===== config.mk =====
export PLATFORM = sky130hd
export DESIGN_NAME = cdr_lock_ctrl
export DESIGN_NICKNAME = d
export VERILOG_FILES = /design/src/rtl/cdr_lock_pkg.sv /design/src/rtl/cdr_sync.sv /design/src/rtl/cdr_qual_cnt.sv /design/src/rtl/cdr_lock_ctrl.sv
export SDC_FILE = /design/constraint.sdc
export NUM_CORES = 1
export LEC_CHECK = 0
export ABC_AREA = 1
export BUFFER_PORTS_ARGS = -buffer_cell sky130_fd_sc_hd__buf_4
export CAP_MARGIN = 20
export CELL_PAD_IN_SITES_DETAIL_PLACEMENT = 0
export CELL_PAD_IN_SITES_GLOBAL_PLACEMENT = 1
export CORE_MARGIN = 1
export CORE_UTILIZATION = 43
export CTS_CLUSTER_DIAMETER = 30
export DETAILED_ROUTE_END_ITERATION = 10
export GPL_TIMING_DRIVEN = 0
export PLACE_DENSITY_LB_ADDON = 0.1
export SYNTH_ARGS = -nofsm -noshare
export SYNTH_HDL_FRONTEND = slang
export SYNTH_SLANG_ARGS = --single-unit

===== constraint.sdc =====
create_clock -name clk -period 3.3 [get_ports clk]
set_clock_uncertainty 0.05 [all_clocks]
set_input_delay 0.33 -clock clk [delete_from_list [all_inputs] [get_ports clk]]
set_output_delay 0.33 -clock clk [all_outputs]
set_load 0.02 [all_outputs]

===== src/rtl/cdr_lock_pkg.sv =====
package cdr_lock_pkg;

    typedef enum logic {
        MODE_REF  = 1'b0,
        MODE_DATA = 1'b1
    } cdr_mode_e;

    typedef struct packed {
        cdr_mode_e mode;
        logic      freq_locked;
        logic      was_manual;
    } ctrl_state_t;

    localparam int unsigned NUM_IN = 5;
    localparam int unsigned IDX_SIG   = 0;
    localparam int unsigned IDX_PPM   = 1;
    localparam int unsigned IDX_PHASE = 2;
    localparam int unsigned IDX_FREF  = 3;
    localparam int unsigned IDX_FDATA = 4;

endpackage


===== src/rtl/cdr_sync.sv =====
module cdr_sync #(
    parameter int unsigned WIDTH  = 1,
    parameter int unsigned STAGES = 2
) (
    input  logic             clk,
    input  logic             rst_n,
    input  logic [WIDTH-1:0] async_i,
    output logic [WIDTH-1:0] sync_o
);
    logic [WIDTH-1:0] stage_q [STAGES];
    logic [WIDTH-1:0] stage_d [STAGES];

    always_comb begin
        stage_d[0] = async_i;
        for (int i = 1; i < STAGES; i++) begin
            stage_d[i] = stage_q[i-1];
        end
    end

    generate
        for (genvar g = 0; g < STAGES; g++) begin : g_stage
            always_ff @(posedge clk or negedge rst_n) begin
                if (!rst_n) stage_q[g] <= '0;
                else        stage_q[g] <= stage_d[g];
            end
        end
    endgenerate

    assign sync_o = stage_q[STAGES-1];
endmodule


===== src/rtl/cdr_qual_cnt.sv =====
module cdr_qual_cnt #(
    parameter int unsigned QUAL_CYCLES = 16
) (
    input  logic clk,
    input  logic rst_n,
    input  logic arm_i,
    input  logic cond_i,
    output logic done_o
);
    localparam int unsigned CW   = (QUAL_CYCLES > 1) ? $clog2(QUAL_CYCLES) : 1;
    localparam int unsigned LAST = QUAL_CYCLES - 1;

    logic [CW-1:0] cnt_d, cnt_q;
    logic          at_last;

    assign at_last = (cnt_q == CW'(LAST));
    assign done_o  = arm_i && cond_i && at_last;

    always_comb begin
        cnt_d = cnt_q;
        if (!arm_i || !cond_i || at_last) cnt_d = '0;
        else                              cnt_d = cnt_q + 1'b1;
    end

    always_ff @(posedge clk or negedge rst_n) begin
        if (!rst_n) cnt_q <= '0;
        else        cnt_q <= cnt_d;
    end

    // the run counter never goes past the last qualifying value
    assert_cnt_range_R3: assert property (@(posedge clk) disable iff (!rst_n)
        cnt_q <= CW'(LAST));

    // a lapse in the entry conditions clears the run
    assert_lapse_clears_R3: assert property (@(posedge clk) disable iff (!rst_n)
        !cond_i |=> cnt_q == '0);
endmodule


===== src/rtl/cdr_lock_ctrl.sv =====
module cdr_lock_ctrl
    import cdr_lock_pkg::*;
#(
    parameter int unsigned QUAL_CYCLES = 16,
    parameter int unsigned SYNC_STAGES = 2
) (
    input  logic clk,
    input  logic rst_n,
    input  logic sig_present_i,
    input  logic ppm_ok_i,
    input  logic phase_ok_i,
    input  logic force_ref_i,
    input  logic force_data_i,
    output logic lock_data_o,
    output logic freq_locked_o,
    output logic mode_o
);
    logic [NUM_IN-1:0] raw_in, syn;
    logic sig_s, ppm_s, phase_s, fref_s, fdata_s;
    logic all_good, arm, qual_done;
    ctrl_state_t st_d, st_q;

    assign raw_in[IDX_SIG]   = sig_present_i;
    assign raw_in[IDX_PPM]   = ppm_ok_i;
    assign raw_in[IDX_PHASE] = phase_ok_i;
    assign raw_in[IDX_FREF]  = force_ref_i;
    assign raw_in[IDX_FDATA] = force_data_i;

    cdr_sync #(.WIDTH(NUM_IN), .STAGES(SYNC_STAGES)) u_sync (
        .clk     (clk),
        .rst_n   (rst_n),
        .async_i (raw_in),
        .sync_o  (syn)
    );

    assign sig_s   = syn[IDX_SIG];
    assign ppm_s   = syn[IDX_PPM];
    assign phase_s = syn[IDX_PHASE];
    assign fref_s  = syn[IDX_FREF];
    assign fdata_s = syn[IDX_FDATA];

    assign all_good = sig_s && ppm_s && phase_s;
    assign arm      = !fref_s && !fdata_s && !st_q.was_manual && (st_q.mode == MODE_REF);

    cdr_qual_cnt #(.QUAL_CYCLES(QUAL_CYCLES)) u_qual (
        .clk    (clk),
        .rst_n  (rst_n),
        .arm_i  (arm),
        .cond_i (all_good),
        .done_o (qual_done)
    );

    always_comb begin
        st_d = st_q;
        if (fref_s) begin
            st_d.mode        = MODE_REF;
            st_d.freq_locked = 1'b0;
            st_d.was_manual  = 1'b1;
        end else if (fdata_s) begin
            st_d.mode        = MODE_DATA;
            st_d.freq_locked = 1'b1;
            st_d.was_manual  = 1'b1;
        end else if (st_q.was_manual) begin
            st_d.mode        = MODE_REF;
            st_d.freq_locked = 1'b0;
            st_d.was_manual  = 1'b0;
        end else if (st_q.mode == MODE_REF) begin
            if (qual_done) begin
                st_d.mode        = MODE_DATA;
                st_d.freq_locked = 1'b1;
            end
        end else begin
            if (!sig_s && !ppm_s) begin
                st_d.mode        = MODE_REF;
                st_d.freq_locked = 1'b0;
            end
        end
    end

    always_ff @(posedge clk or negedge rst_n) begin
        if (!rst_n) st_q <= '{mode: MODE_REF, freq_locked: 1'b0, was_manual: 1'b0};
        else        st_q <= st_d;
    end

    assign lock_data_o   = (st_q.mode == MODE_DATA);
    assign mode_o        = st_q.mode;
    assign freq_locked_o = st_q.freq_locked;

    // status follows the tracking mode in every state
    assert_status_matches_mode_R4: assert property (@(posedge clk) disable iff (!rst_n)
        freq_locked_o == lock_data_o);

    // reference override wins
    assert_force_ref_R6: assert property (@(posedge clk) disable iff (!rst_n)
        fref_s |=> (mode_o == 1'b0) && !freq_locked_o);


    assert_force_data_R7: assert property (@(posedge clk) disable iff (!rst_n)
        (fdata_s && !fref_s) |=> (mode_o == 1'b1) && freq_locked_o);

    // release lands in reference tracking
    assert_release_ref_R9: assert property (@(posedge clk) disable iff (!rst_n)
        (st_q.was_manual && !fref_s && !fdata_s) |=> !lock_data_o && !freq_locked_o);

    // no handover without a qualified run
    assert_no_early_entry_R3: assert property (@(posedge clk) disable iff (!rst_n)
        (!fref_s && !fdata_s && !st_q.was_manual && !lock_data_o && !qual_done)
            |=> !lock_data_o);

    // data tracking holds while either loss flag is still good
    assert_hold_data_R5: assert property (@(posedge clk) disable iff (!rst_n)
        (!fref_s && !fdata_s && !st_q.was_manual && lock_data_o && (sig_s || ppm_s))
            |=> lock_data_o);
endmodule


== Word-level counts from Yosys, hierarchy flattened ==
Index checks and enable logic that the tools add are counted.

* Flip-flop bits (word level): 17
* Bits in latches: 0
* Memory bits (writable): 0
* ROM bits: 0
* Input bits: 7
* Output and inout bits: 3
* Memories kept: 0

* Add/subtract/negate cells: 1
* $mul: 0
* Div/mod/pow operators: 0
* Magnitude comparators: 0
* Eq/ne operators: 2
* Shifts and indexed selects: 0
* Multiplexer cells: 7
* Bitwise logic cells: 1
* Reductions and logical operators: 19

{| class="wikitable"
|+ Operators by type and width
! operator !! number
|-
| $logic_and A1 B1 Y1 || 8
|-
| $mux W2 || 4
|-
| $logic_not A1 Y1 || 7
|-
| $mux W3 || 2
|-
| $ne A5 B2 Y1 const B || 1
|-
| $reduce_bool A5 Y1 || 1
|-
| $add A4 B1 Y4 const B || 1
|-
| $eq A4 B4 Y1 const B || 1
|-
| $mux W4 || 1
|-
| $logic_or A1 B1 Y1 || 2
|-
| $reduce_and A2 Y1 || 1
|-
| $not A1 Y1 || 1
|}

== Logic depth before layout (Yosys ltp) ==
Gate-level depths: netlist of run 1.

* Depth after elaboration: 11
* Gate-level depth with buffers: 7
* Gate-level depth less buffers: 7

== Modules after synthesis ==
From an unflattened synthesis of run 1, not the netlist that was laid out.

* Cells, all modules: 59
* Area total of the unflattened synthesis: 641.9 µm²

{| class="wikitable"
|+ By module, submodules not included
! module !! times used !! cells an instance !! area an instance (µm²)
|-
| cdr_sync || 1 || 10 || 250.2
|-
| cdr_qual_cnt || 1 || 20 || 197.7
|-
| cdr_lock_ctrl || 1 || 29 || 193.9
|}

== Least setup slack after synthesis of run 1 ==
OpenSTA, ideal clock, no wires.

* Path type: reg2reg
* From: reg u_qual.cnt_q[0]
* To: reg u_qual.cnt_q[2]
* Setup time: 0.080 ns
* Arrival: 1.066 ns
* Required time: 3.170 ns
* Setup slack: 2.104 ns
* Cell stages (with the launch flop): 6
* Cells stage by stage: dfrtp_1 > ha_1 > nand2_1 > nor2_1 > nand3b_2 > nor3b_2

* Cells in the longest elaborated chain, start to end: 3
* Elaborated cells on any way between the ends: 4
* Those cells by class: 1 x add/sub; 1 x eq/ne; 1 x mux; 1 x reduce/logical

{| class="wikitable"
|+ RTL lines
! element !! line !! text
|-
| from (decl) || cdr_qual_cnt.sv:13 || <nowiki>logic [CW-1:0] cnt_d, cnt_q;</nowiki>
|-
| from (signal assigned) || cdr_qual_cnt.sv:27 || <nowiki>else cnt_q <= cnt_d;</nowiki>
|-
| parallel branches: the longest is 2 deep, another holds $add A4 B1 Y4 || - ||
|-
| $mux W4 (*) || cdr_qual_cnt.sv:21 || <nowiki>if (!arm_i || !cond_i || at_last) cnt_d = '0;</nowiki>
|-
| named net u_qual.cnt_d[2] || cdr_qual_cnt.sv:13 ||
|}

Mark *: on every way through the listed nets, which the timed path passes.
A chain may end at the register's enable or synchronous reset.

== Final worst setup path of run 1 ==
* From: reg st_q, in the netlist lock_data_o
* To: out mode_o

{| class="wikitable"
|+ RTL lines
! element !! line !! text
|-
| from (decl) || cdr_lock_ctrl.sv:21 || <nowiki>ctrl_state_t st_d, st_q;</nowiki>
|-
| from (signal assigned) || cdr_lock_ctrl.sv:81 || <nowiki>if (!rst_n) st_q <= '{mode: MODE_REF, freq_locked: 1'b0, was_manual: 1'b0};</nowiki>
|-
| from (signal assigned) || cdr_lock_ctrl.sv:82 || <nowiki>else st_q <= st_d;</nowiki>
|-
| to (decl) || cdr_lock_ctrl.sv:16 || <nowiki>output logic mode_o</nowiki>
|}

No word-level cell between the ends.

==> impl_metrics.json, run 1 <==
{
  "avgViaCountPerCell": 4.53,
  "boundaryPins": 10,
  "tightest_slew_ns": 0.203,
  "area_growth_pct": 20.0,
  "dr.pass1.iters": 1,
  "crit_arrival_ns": 0.98,
  "antenna_found_initial": 0,
  "antennaDiodeCount": 0,
  "fin_crit_sh_pct": 41.3,
  "gp_congestion": 0.674,
  "leakage_uw": 0.000352,
  "syn_nets": 58,
  "dr_wl_met3_um": 30,
  "r2r_slack_ns": 1.97,
  "switchingPower_uw": 76.5,
  "cp-start-kind": "flip-flop",
  "grt_pass1_vias": 295,
  "yosysSeqAreaShare_pct": 69.5,
  "totalWireLength_um": 788,
  "fin_cells": 79,
  "cap_violations": 0,
  "cts_root_buffer": "clkbuf_4",
  "dieHeight_um": 39.7,
  "yosysTopAreaCell": "dfrtp_1",
  "synthCells": 50,
  "initial_utilization_pct": 46.4,
  "synth_edf_count": 0,
  "cts_setup_buffers": 0,
  "total_power_uw": 351,
  "tns_ns": 0,
  "period_needed_ns": 1.36,
  "max_freq_mhz": 734,
  "relSlewSlack_pct": 86.5,
  "finalSetupViolCount": 0,
  "reg2reg_to": "u_qual.cnt_q[2]",
  "synth_area_per_cell_um2": 12.2,
  "cts_buffers": 3,
  "ant_nets": 0,
  "drive_above_1_share_pct": 32.8,
  "r2r_cells": 5,
  "drtIter0Drc": 0,
  "netSwitchingFraction_pct": 21.8,
  "dp_slack_ns": 1.99,
  "synth_top_area_share_pct": 69.5,
  "die-area_mm2": 0.00158,
  "hpwlAfterDp_um": 589,
  "num_vias": 358,
  "postLayoutSetupSlackWorst_ns": 1.94,
  "ys_ff_latch": 17,
  "clk_pin_slew_ns": 0.09,
  "crit_fanout": 5,
  "core_area_mm2": 0.00132,
  "fp.dieW_um": 39.7,
  "path_common_cell": "buf_4",
  "synth_ff_type": "dfrtp_1",
  "synth.most_common_cell": "dfrtp_1",
  "grt_overflow": 0,
  "grt_max_degree": 18,
  "synthArstFlopShare_pct": 100,
  "num_rows": 13,
  "ys_top_cells_by_area": "dfrtp_1 70%, nand2_1 5.5%, nor2_1 3.7%",
  "hold_start": "force_ref_i",
  "wl_met1_um": 397,
  "min_path_cells": 1,
  "internal-power_uw": 275,
  "nNetsFinal": 73,
  "rsz0062_at_grt": "no",
  "path_cells": "buf_4 -> buf_4",
  "crit_required_ns": 2.92,
  "dp.cells": 74,
  "setup.worst_path.end_class": "output pin",
  "grtUsageTotal_pct": 12.5,
  "clock_latency_ns": 0.29,
  "max_stage_delay_ns": 0.42,
  "cts_resized": 0,
  "status": "completed",
  "drc": 0,
  "synth_commonest_cells": "17 x dfrtp_1, 9 x nand2_1, 6 x nor2_1",
  "min_to": "u_sync.stage_d[3]",
  "io_buffers": 9,
  "min_path_type": "in2reg",
  "synth.yosys.warnings": 0,
  "pwr-share-seq_pct": 62.7,
  "maxSlewViolCount": 0,
  "critPathKind": "reg2out",
  "cts_sinks": 17,
  "synth_area_um2": 612,
  "timing.rr.start": "u_qual.cnt_q[0]",
  "synth_cell_types": 18,
  "cts_buffer_depth": 2,
  "top_layer_used": "met4",
  "routedWlPerCell_um": 9.97,
  "ir_drop_uv": 262,
  "powerDensity_mw_per_mm2": 478,
  "power_frac_comb_pct": 7.0,
  "grt_pass1_wl_um": 1200,
  "cts_tree": "done",
  "slowest_stage": "dfrtp_1",
  "p_clk_share_pct": 30.3,
  "htreeDepth": 1,
  "met2WireLength_um": 339,
  "finalHoldViolations": 0
}
[layer usage]
metal | global-route usage (%) | vias up
li1 | - | 183
met1 | 17.6 | 164
met2 | 15.6 | 9
met3 | 3.41 | 2
met4 | 10.3 | 0
met5 | 0 | -
[registers in the layout, summed over array words and instances (netlist names)]
signal	flops
freq_locked_o	1
lock_data_o	1
st_q	1
u_qual.cnt_q	4
u_sync.stage_d	5
u_sync.sync_o	5
[worst max-delay path by stage]
stage | startpoint | endpoint | slack [ns] | depth (start not counted)
floorplan | u_qual.cnt_q[0] | u_qual.cnt_q[2] | 2.10 | 5
global placement | u_qual.cnt_q[0] | u_qual.cnt_q[2] | 2.00 | 5
detailed placement | u_qual.cnt_q[0] | u_qual.cnt_q[2] | 1.99 | 5
CTS | lock_data_o | mode_o | 1.92 | 2
global route | u_qual.cnt_q[0] | u_qual.cnt_q[2] | 1.84 | 5
finish | lock_data_o | mode_o | 1.94 | 2
[power by group through the flow]
stage          clock [uW]  sequential [uW]  combinational [uW]
6_report              106              220                24.6
3_3_place_gp            0              224                23.9
3_5_place_dp            0              225                24.2
5_1_grt               122              221                27.3
4_1_cts               112              221                25.2
2_1_floorplan           0              226                8.96
[timing repair]
item                                    CTS  global route
hold buffers                              1             0
endpoints found under the setup margin    0             0
hold endpoints to repair                 17             0
[critical path, delay by kind of cell (launching register included)]
| kind | cells | cell delay [ns] |
|---|---|---|
| flops | 1 | 0.42 |
| buf+inv | 2 | 0.28 |
[cells by family after synthesis]
family	Yosys count	share of synthesized area, %
simple gates	23	20.4
flops	17	69.5
buf+inv	6	4.29
compound gates	2	2.25
xor+xnor	1	1.43
fa+ha+maj	1	2.04
[metrics by stage]
stage	cell area (um^2)	hold WS (ns)	utilization, %
final	734	0.0933	55.7
after global placement	698	0.149	53.0
after CTS	734	0.0835	55.7
after floorplan	612	-0.0156	-
after global routing	734	0.0737	55.7
after detailed placement	698	0.150	53.0
[cell usage in the layout (no fill, tap or decap), drive strengths merged]
cell         instances
nand4                1
clkbuf               4
dlygate4sd3          1
dfrtp               17
nor2                 8
inv                  5
nand3                2
nand3b               1
buf                 10
nor3b                1
xor2                 1
nand2               10
ha                   1
a21oi                2
[area by class of cell]
| class | count | area (um^2) |
|---|---|---|
| buffer | 1 | 7.51 |
| clock buffer | 4 | 26.3 |
| fill | 115 | 583 |
| inverter | 5 | 18.8 |
| multi-input combinational | 27 | 160 |
| sequential | 17 | 425 |
| tap | 15 | 18.8 |
| timing repair buffer | 10 | 77.6 |
Note: power is estimated with default switching activity, not from simulation.
==> inputs of run 2 (changes only) <==
--- a/config.mk
+++ b/config.mk
@@ -11,7 +11,7 @@
 export CELL_PAD_IN_SITES_DETAIL_PLACEMENT = 0
 export CELL_PAD_IN_SITES_GLOBAL_PLACEMENT = 1
 export CORE_MARGIN = 1
-export CORE_UTILIZATION = 43
+export CORE_UTILIZATION = 40
 export CTS_CLUSTER_DIAMETER = 30
 export DETAILED_ROUTE_END_ITERATION = 10
 export GPL_TIMING_DRIVEN = 0
==> constraint.sdc (replaced) <==
create_clock -name clk -period 1.3 [get_ports clk]
set_clock_uncertainty 0.05 [all_clocks]
set_input_delay 0.13 -clock clk [delete_from_list [all_inputs] [get_ports clk]]
set_output_delay 0.13 -clock clk [all_outputs]
set_load 0.02 [all_outputs]
==> run 2 against run 1 <==
Hold slack better by 0.092 ns. Design area is 14% higher. Combinational power grew to 3.3 times the previous value. Global-route usage is 0.22 points lower. Count of clock-buffer cells in the layout stayed put. Sequential power grew to 2.5 times the previous value. Largest cell class unchanged. Largest power group unchanged. Highest routed layer is now met3.
==> impl_metrics.json, run 2 (synthesis results as in run 1) <==
{
  "tightest_slew_ns": 0.204,
  "num_vias": 374,
  "cap_violations": 0,
  "relSlewSlack_pct": 86.4,
  "dieHeight_um": 41.1,
  "grt_pass1_wl_um": 1210,
  "antenna_found_initial": 0,
  "totalWireLength_um": 827,
  "period_needed_ns": 1.16,
  "io_buffers": 9,
  "grt_max_degree": 18,
  "crit_arrival_ns": 1.33,
  "clk_pin_slew_ns": 0.09,
  "utilization_pct": 61.5,
  "fp.dieW_um": 41.1,
  "drive_above_1_share_pct": 36.6,
  "fin_cells": 86,
  "num_rows": 13,
  "cts_tree": "done",
  "maxSlewViolCount": 0,
  "antennaDiodeCount": 0,
  "gp_congestion": 0.667,
  "core_area_mm2": 0.00137,
  "critPathKind": "reg2reg",
  "status": "completed",
  "drtIter0Drc": 0,
  "drc": 0,
  "ant_nets": 0,
  "min_path_type": "in2async",
  "finalSetupViolCount": 0,
  "setup.worst_path.end_class": "flip-flop",
  "finalHoldViolations": 0,
  "layout_common_cells": "17 x dfrtp_1, 12 x buf_4, 8 x nand2_1",
  "crit_required_ns": 1.47,
  "cp-startpoint": "u_qual.cnt_q[0]",
  "timing.rr.start": "u_qual.cnt_q[0]",
  "clock_latency_ns": 0.28,
  "nNetsFinal": 80,
  "leakage_uw": 0.000430,
  "max_freq_mhz": 860,
  "rsz0062_at_grt": "no",
  "grt_overflow": 0,
  "powerDensity_mw_per_mm2": 1070,
  "cts_sinks": 17,
  "grtUsageTotal_pct": 12.3,
  "grt_pass1_vias": 290,
  "avgViaCountPerCell": 4.35,
  "cts_buffer_depth": 2,
  "dr.pass1.iters": 1,
  "boundaryPins": 10,
  "cts_root_buffer": "clkbuf_4",
  "dp.cells": 74,
  "cts_buffers": 3,
  "layout_commonest_cell": "dfrtp_1",
  "hpwlAfterDp_um": 585,
  "area_growth_pct": 37.4,
  "htreeDepth": 1,
  "routedWlPerCell_um": 9.62,
  "crit_fanout": 3,
  "initial_utilization_pct": 44.8,
  "fin_crit_sh_pct": 89.4,
  "die-area_mm2": 0.00169,
  "cp-start-kind": "flip-flop",
  "ir_drop_uv": 794
}
## run 2: cell types whose count changed in the layout (fill, tap and decap cells not counted), sizes merged
cell         delta
buf             +2
dlygate4sd3     +5
## run 2: per-stage QoR
step | TNS (ns) | hold WS [ns] | total power (uW) | setup slack, ns | area [um^2]
after floorplan | 0 | -0.216 | 596 | 0.104 | 612
after global placement | -0.000911 | -0.0470 | 631 | -0.000911 | 698
after detailed placement | -0.0113 | -0.0483 | 632 | -0.0113 | 698
after CTS | 0 | 0.179 | 913 | 0.0297 | 793
after global routing | 0 | 0.211 | 946 | 0.00834 | 841
final | 0 | 0.185 | 897 | 0.138 | 841
## run 2: layout make-up
cell class	instances	area, um^2
clock buffer	4	26.3
inverter	5	18.8
buffer	1	7.51
multi-input combinational	27	201
timing repair buffer	17	143
sequential	17	425
tap	15	18.8
fill	126	526
## run 2: what timing repair did
| action | 4_1_cts | 5_1_grt |
|---|---|---|
| hold endpoints to repair | 22 | 0 |
| resized for setup | 1 | 7 |
| hold buffers | 6 | 0 |
| setup buffers | 0 | 2 |
| endpoints found under the setup margin | 1 | 5 |
| pin swaps | 0 | 5 |
## run 2: final timing paths
| check | endpoint | slack, ns | cells after the start |
|---|---|---|---|
| setup / recovery | lock_data_o | 0.14 | 7 |
| hold / removal | u_qual.cnt_q[3] | 0.18 | 2 |
| setup reg to reg | lock_data_o | 0.14 | 7 |
| hold reg to reg | u_sync.sync_o[0] | 0.30 | 0 |
| max in group asynchronous | u_sync.sync_o[3] | 0.83 | 2 |
| min in group clk | u_sync.sync_o[0] | 0.30 | 0 |
## run 2: report_power, final
group	leakage (uW)	switching [uW]	internal, uW
registers	0.000208	9.48	549
logic	0.000207	38.4	41.7
clock network	0.0000150	139	119
## run 2: worst max-delay path, cell delays in order, from the launching register on
cell	delay, ns
dfrtp_1	0.40
ha_4	0.16
nand2_4	0.05
nor2_4	0.11
nand3_2	0.09
nand2_1	0.08
nand2_1	0.06
a21oi_2	0.11
## run 2: routing by layer
layer	up-vias	GRT usage (%)	part of all wire (%)
met3	0	8.15	7.1
met5	-	0	0
li1	196	-	-
met4	0	4.84	0
met2	12	16.8	48
met1	166	15.2	44
==> inputs of run 3 (changes only) <==
--- a/config.mk
+++ b/config.mk
@@ -18,4 +18,5 @@
 export PLACE_DENSITY_LB_ADDON = 0.1
 export SYNTH_ARGS = -nofsm -noshare
 export SYNTH_HDL_FRONTEND = slang
+export SYNTH_HIERARCHICAL = 1
 export SYNTH_SLANG_ARGS = --single-unit
==> run 3 against run 2 <==
The flow now finishes with violations (negative setup slack). Cell count up 22%. Global-route usage is 1.5 points higher. Critical endpoint is now st_q[0]. Sequential power hardly changed. Routed wire length rose by 25%. Via count increased by 26%.
==> impl_metrics.json, run 3 <==
{
  "period_needed_ns": 1.32,
  "postLayoutSetupSlackWorst_ns": -0.0168,
  "grtUsageTotal_pct": 13.8,
  "synth_xor_xnor_area_share_pct": 0,
  "ys_ff_latch": 17,
  "grt_pass1_wl_um": 1750,
  "antennaDiodeCount": 0,
  "yosysSeqAreaShare_pct": 66.3,
  "dieHeight_um": 42.1,
  "syn_nets": 67,
  "max_stage_delay_ns": 0.40,
  "core_area_mm2": 0.00151,
  "grt_max_degree": 18,
  "cts_root_buffer": "clkbuf_4",
  "ys_top_cells_by_area": "dfrtp_1 66%, nand2_1 5.3%, nor2_1 4.7%",
  "antenna_found_initial": 0,
  "dp_slack_ns": -0.0967,
  "crit_fanout": 2,
  "powerDensity_mw_per_mm2": 1010,
  "critPathKind": "reg2reg",
  "finalSetupViolCount": 2,
  "cts_tree": "done",
  "drc": 0,
  "grt_most_used_layer": "met2",
  "min_path_type": "in2async",
  "totalWireLength_um": 1040,
  "nNetsFinal": 98,
  "status": "finished, violations left",
  "cap_violations": 0,
  "max_freq_mhz": 759,
  "synthArstFlopShare_pct": 100,
  "synth_cell_types": 15,
  "cts_buffers": 3,
  "use_met1_pct": 17.1,
  "r2r_slack_ns": -0.02,
  "tightest_slew_ns": 0.209,
  "crit_buf_inv": 6,
  "synthCells": 59,
  "use_met2_pct": 20.9,
  "initial_utilization_pct": 42.6,
  "grt_overflow": 0,
  "cts_sinks": 17,
  "routedWlPerCell_um": 9.86,
  "clock_latency_ns": 0.28,
  "path_cells": "nor2_2 -> inv_2 -> buf_4 -> buf_6 -> buf_4 -> buf_4 -> buf_4",
  "synth_top_area_share_pct": 66.3,
  "violations": "negative setup slack",
  "area_growth_pct": 44.2,
  "synth_commonest_cells": "17 x dfrtp_1, 9 x nand2_1, 8 x nor2_1",
  "num_rows": 14,
  "path_common_cell": "buf_4",
  "maxSlewViolCount": 0,
  "synth_top_family_by_area": "simple AND/OR/NAND/NOR gates",
  "yosys-mux-area-fraction_pct": 0,
  "synth_edf_count": 0,
  "rsz0062_at_grt": "yes",
  "die-area_mm2": 0.00177,
  "htreeDepth": 1,
  "synth_compound_area_share_pct": 4.29,
  "finalHoldViolations": 0,
  "fin_crit_sh_pct": 101,
  "synth.most_common_cell": "dfrtp_1",
  "ir_drop_uv": 764,
  "clk_pin_slew_ns": 0.09,
  "crit_arrival_ns": 1.44,
  "crit_required_ns": 1.43,
  "fp.dieW_um": 42.1,
  "synthAdderAreaFrac_pct": 1.95,
  "drtIter0Drc": 0,
  "io_buffers": 9,
  "cts_buffer_depth": 2,
  "boundaryPins": 10,
  "setup.worst_path.end_class": "flip-flop",
  "synth_simple_gate_area_share_pct": 21.1,
  "synth_area_um2": 642,
  "hold_slack_ns": 0.183,
  "hpwlAfterDp_um": 645,
  "gp_congestion": 0.715,
  "layout_commonest_cell": "buf_4",
  "relSlewSlack_pct": 86.1,
  "avgViaCountPerCell": 4.49,
  "synth.yosys.warnings": 6,
  "yosysTopAreaCell": "dfrtp_1",
  "layout_common_cells": "18 x buf_4, 16 x dfrtp_1, 8 x nand2_1",
  "drive_above_1_share_pct": 46.1,
  "cp_top_family": "buffers and inverters",
  "ant_nets": 0,
  "synth_ff_type": "dfrtp_1",
  "synth_area_per_cell_um2": 10.9,
  "slowest_stage": "dfrtp_1",
  "leakage_uw": 0.000451,
  "num_vias": 471,
  "grt_pass1_vias": 447,
  "use_met3_pct": 3.88,
  "cp-start-kind": "flip-flop",
  "dr.pass1.iters": 1
}
[run 3: per-layer routing]
| layer | vias to the layer above | routed length (um) |
|---|---|---|
| li1 | 240 | - |
| met5 | - | 0 |
| met3 | 2 | 31 |
| met2 | 9 | 521 |
| met4 | 0 | 12 |
| met1 | 220 | 470 |
[run 3: kinds of logic after synthesis]
logic type / Yosys count
adders and majority gates: 1
DFF: 17
and+or+nand+nor: 29
buffers and inverters: 10
AOI/OAI and AO/OA: 2
[run 3: path summary, 6_finish.rpt]
| path | cells past startpoint | end | from |
|---|---|---|---|
| worst max-delay path | 7 | st_q[0] | u_sync/sync_o[4] |
| worst min-delay path | 2 | lock_data_o | rst_n |
| worst max register to register | 7 | st_q[0] | u_sync/sync_o[4] |
| worst min register to register | 0 | u_sync/sync_o[1] | u_sync/stage_d[1] |
| max in group asynchronous | 2 | lock_data_o | rst_n |
| min in group clk | 0 | u_sync/sync_o[1] | u_sync/stage_d[1] |
[run 3: layout make-up]
cell class	instances	area, um^2
Multi-Input combinational cell	32	190
Clock buffer	4	26.3
Sequential cell	17	427
Buffer	1	7.51
Inverter	9	33.8
Tap cell	16	20.0
Fill cell	127	581
Timing Repair Buffer	26	221
[run 3: repair_timing]
item,CTS,global route
buffers inserted,10,2
endpoints found under the setup margin,2,8
resized for setup,2,5
hold buffers,6,0
pin swaps,6,4
hold endpoints to repair,22,0
[run 3: where the power goes]
part           total [uW]  switching, uW  internal [uW]
combinational         109           45.6           63.1
clock                 267            148            119
sequential            560           10.2            550
[run 3: worst register-to-register path, stage by stage, from the launching register on]
cell     delay, ns
dfrtp_1       0.40
nor2_2        0.15
inv_2         0.05
buf_4         0.12
buf_6         0.10
buf_4         0.12
buf_4         0.12
buf_4         0.12
[run 3: per-stage QoR]
| step | utilization (%) | instances | setup TNS, ns | total power, uW | instance area, um^2 |
|---|---|---|---|---|---|
| 5_1_grt | 61.5 | 105 | -0.484 | 992 | 926 |
| 2_1_floorplan | - | 59 | 0 | 598 | 648 |
| 3_3_place_gp | 48.8 | 84 | -0.160 | 634 | 736 |
| 6_report | 61.5 | 105 | -0.0305 | 936 | 926 |
| 4_1_cts | 60.0 | 104 | -0.0305 | 943 | 905 |
| 3_5_place_dp | 48.8 | 84 | -0.141 | 636 | 736 |
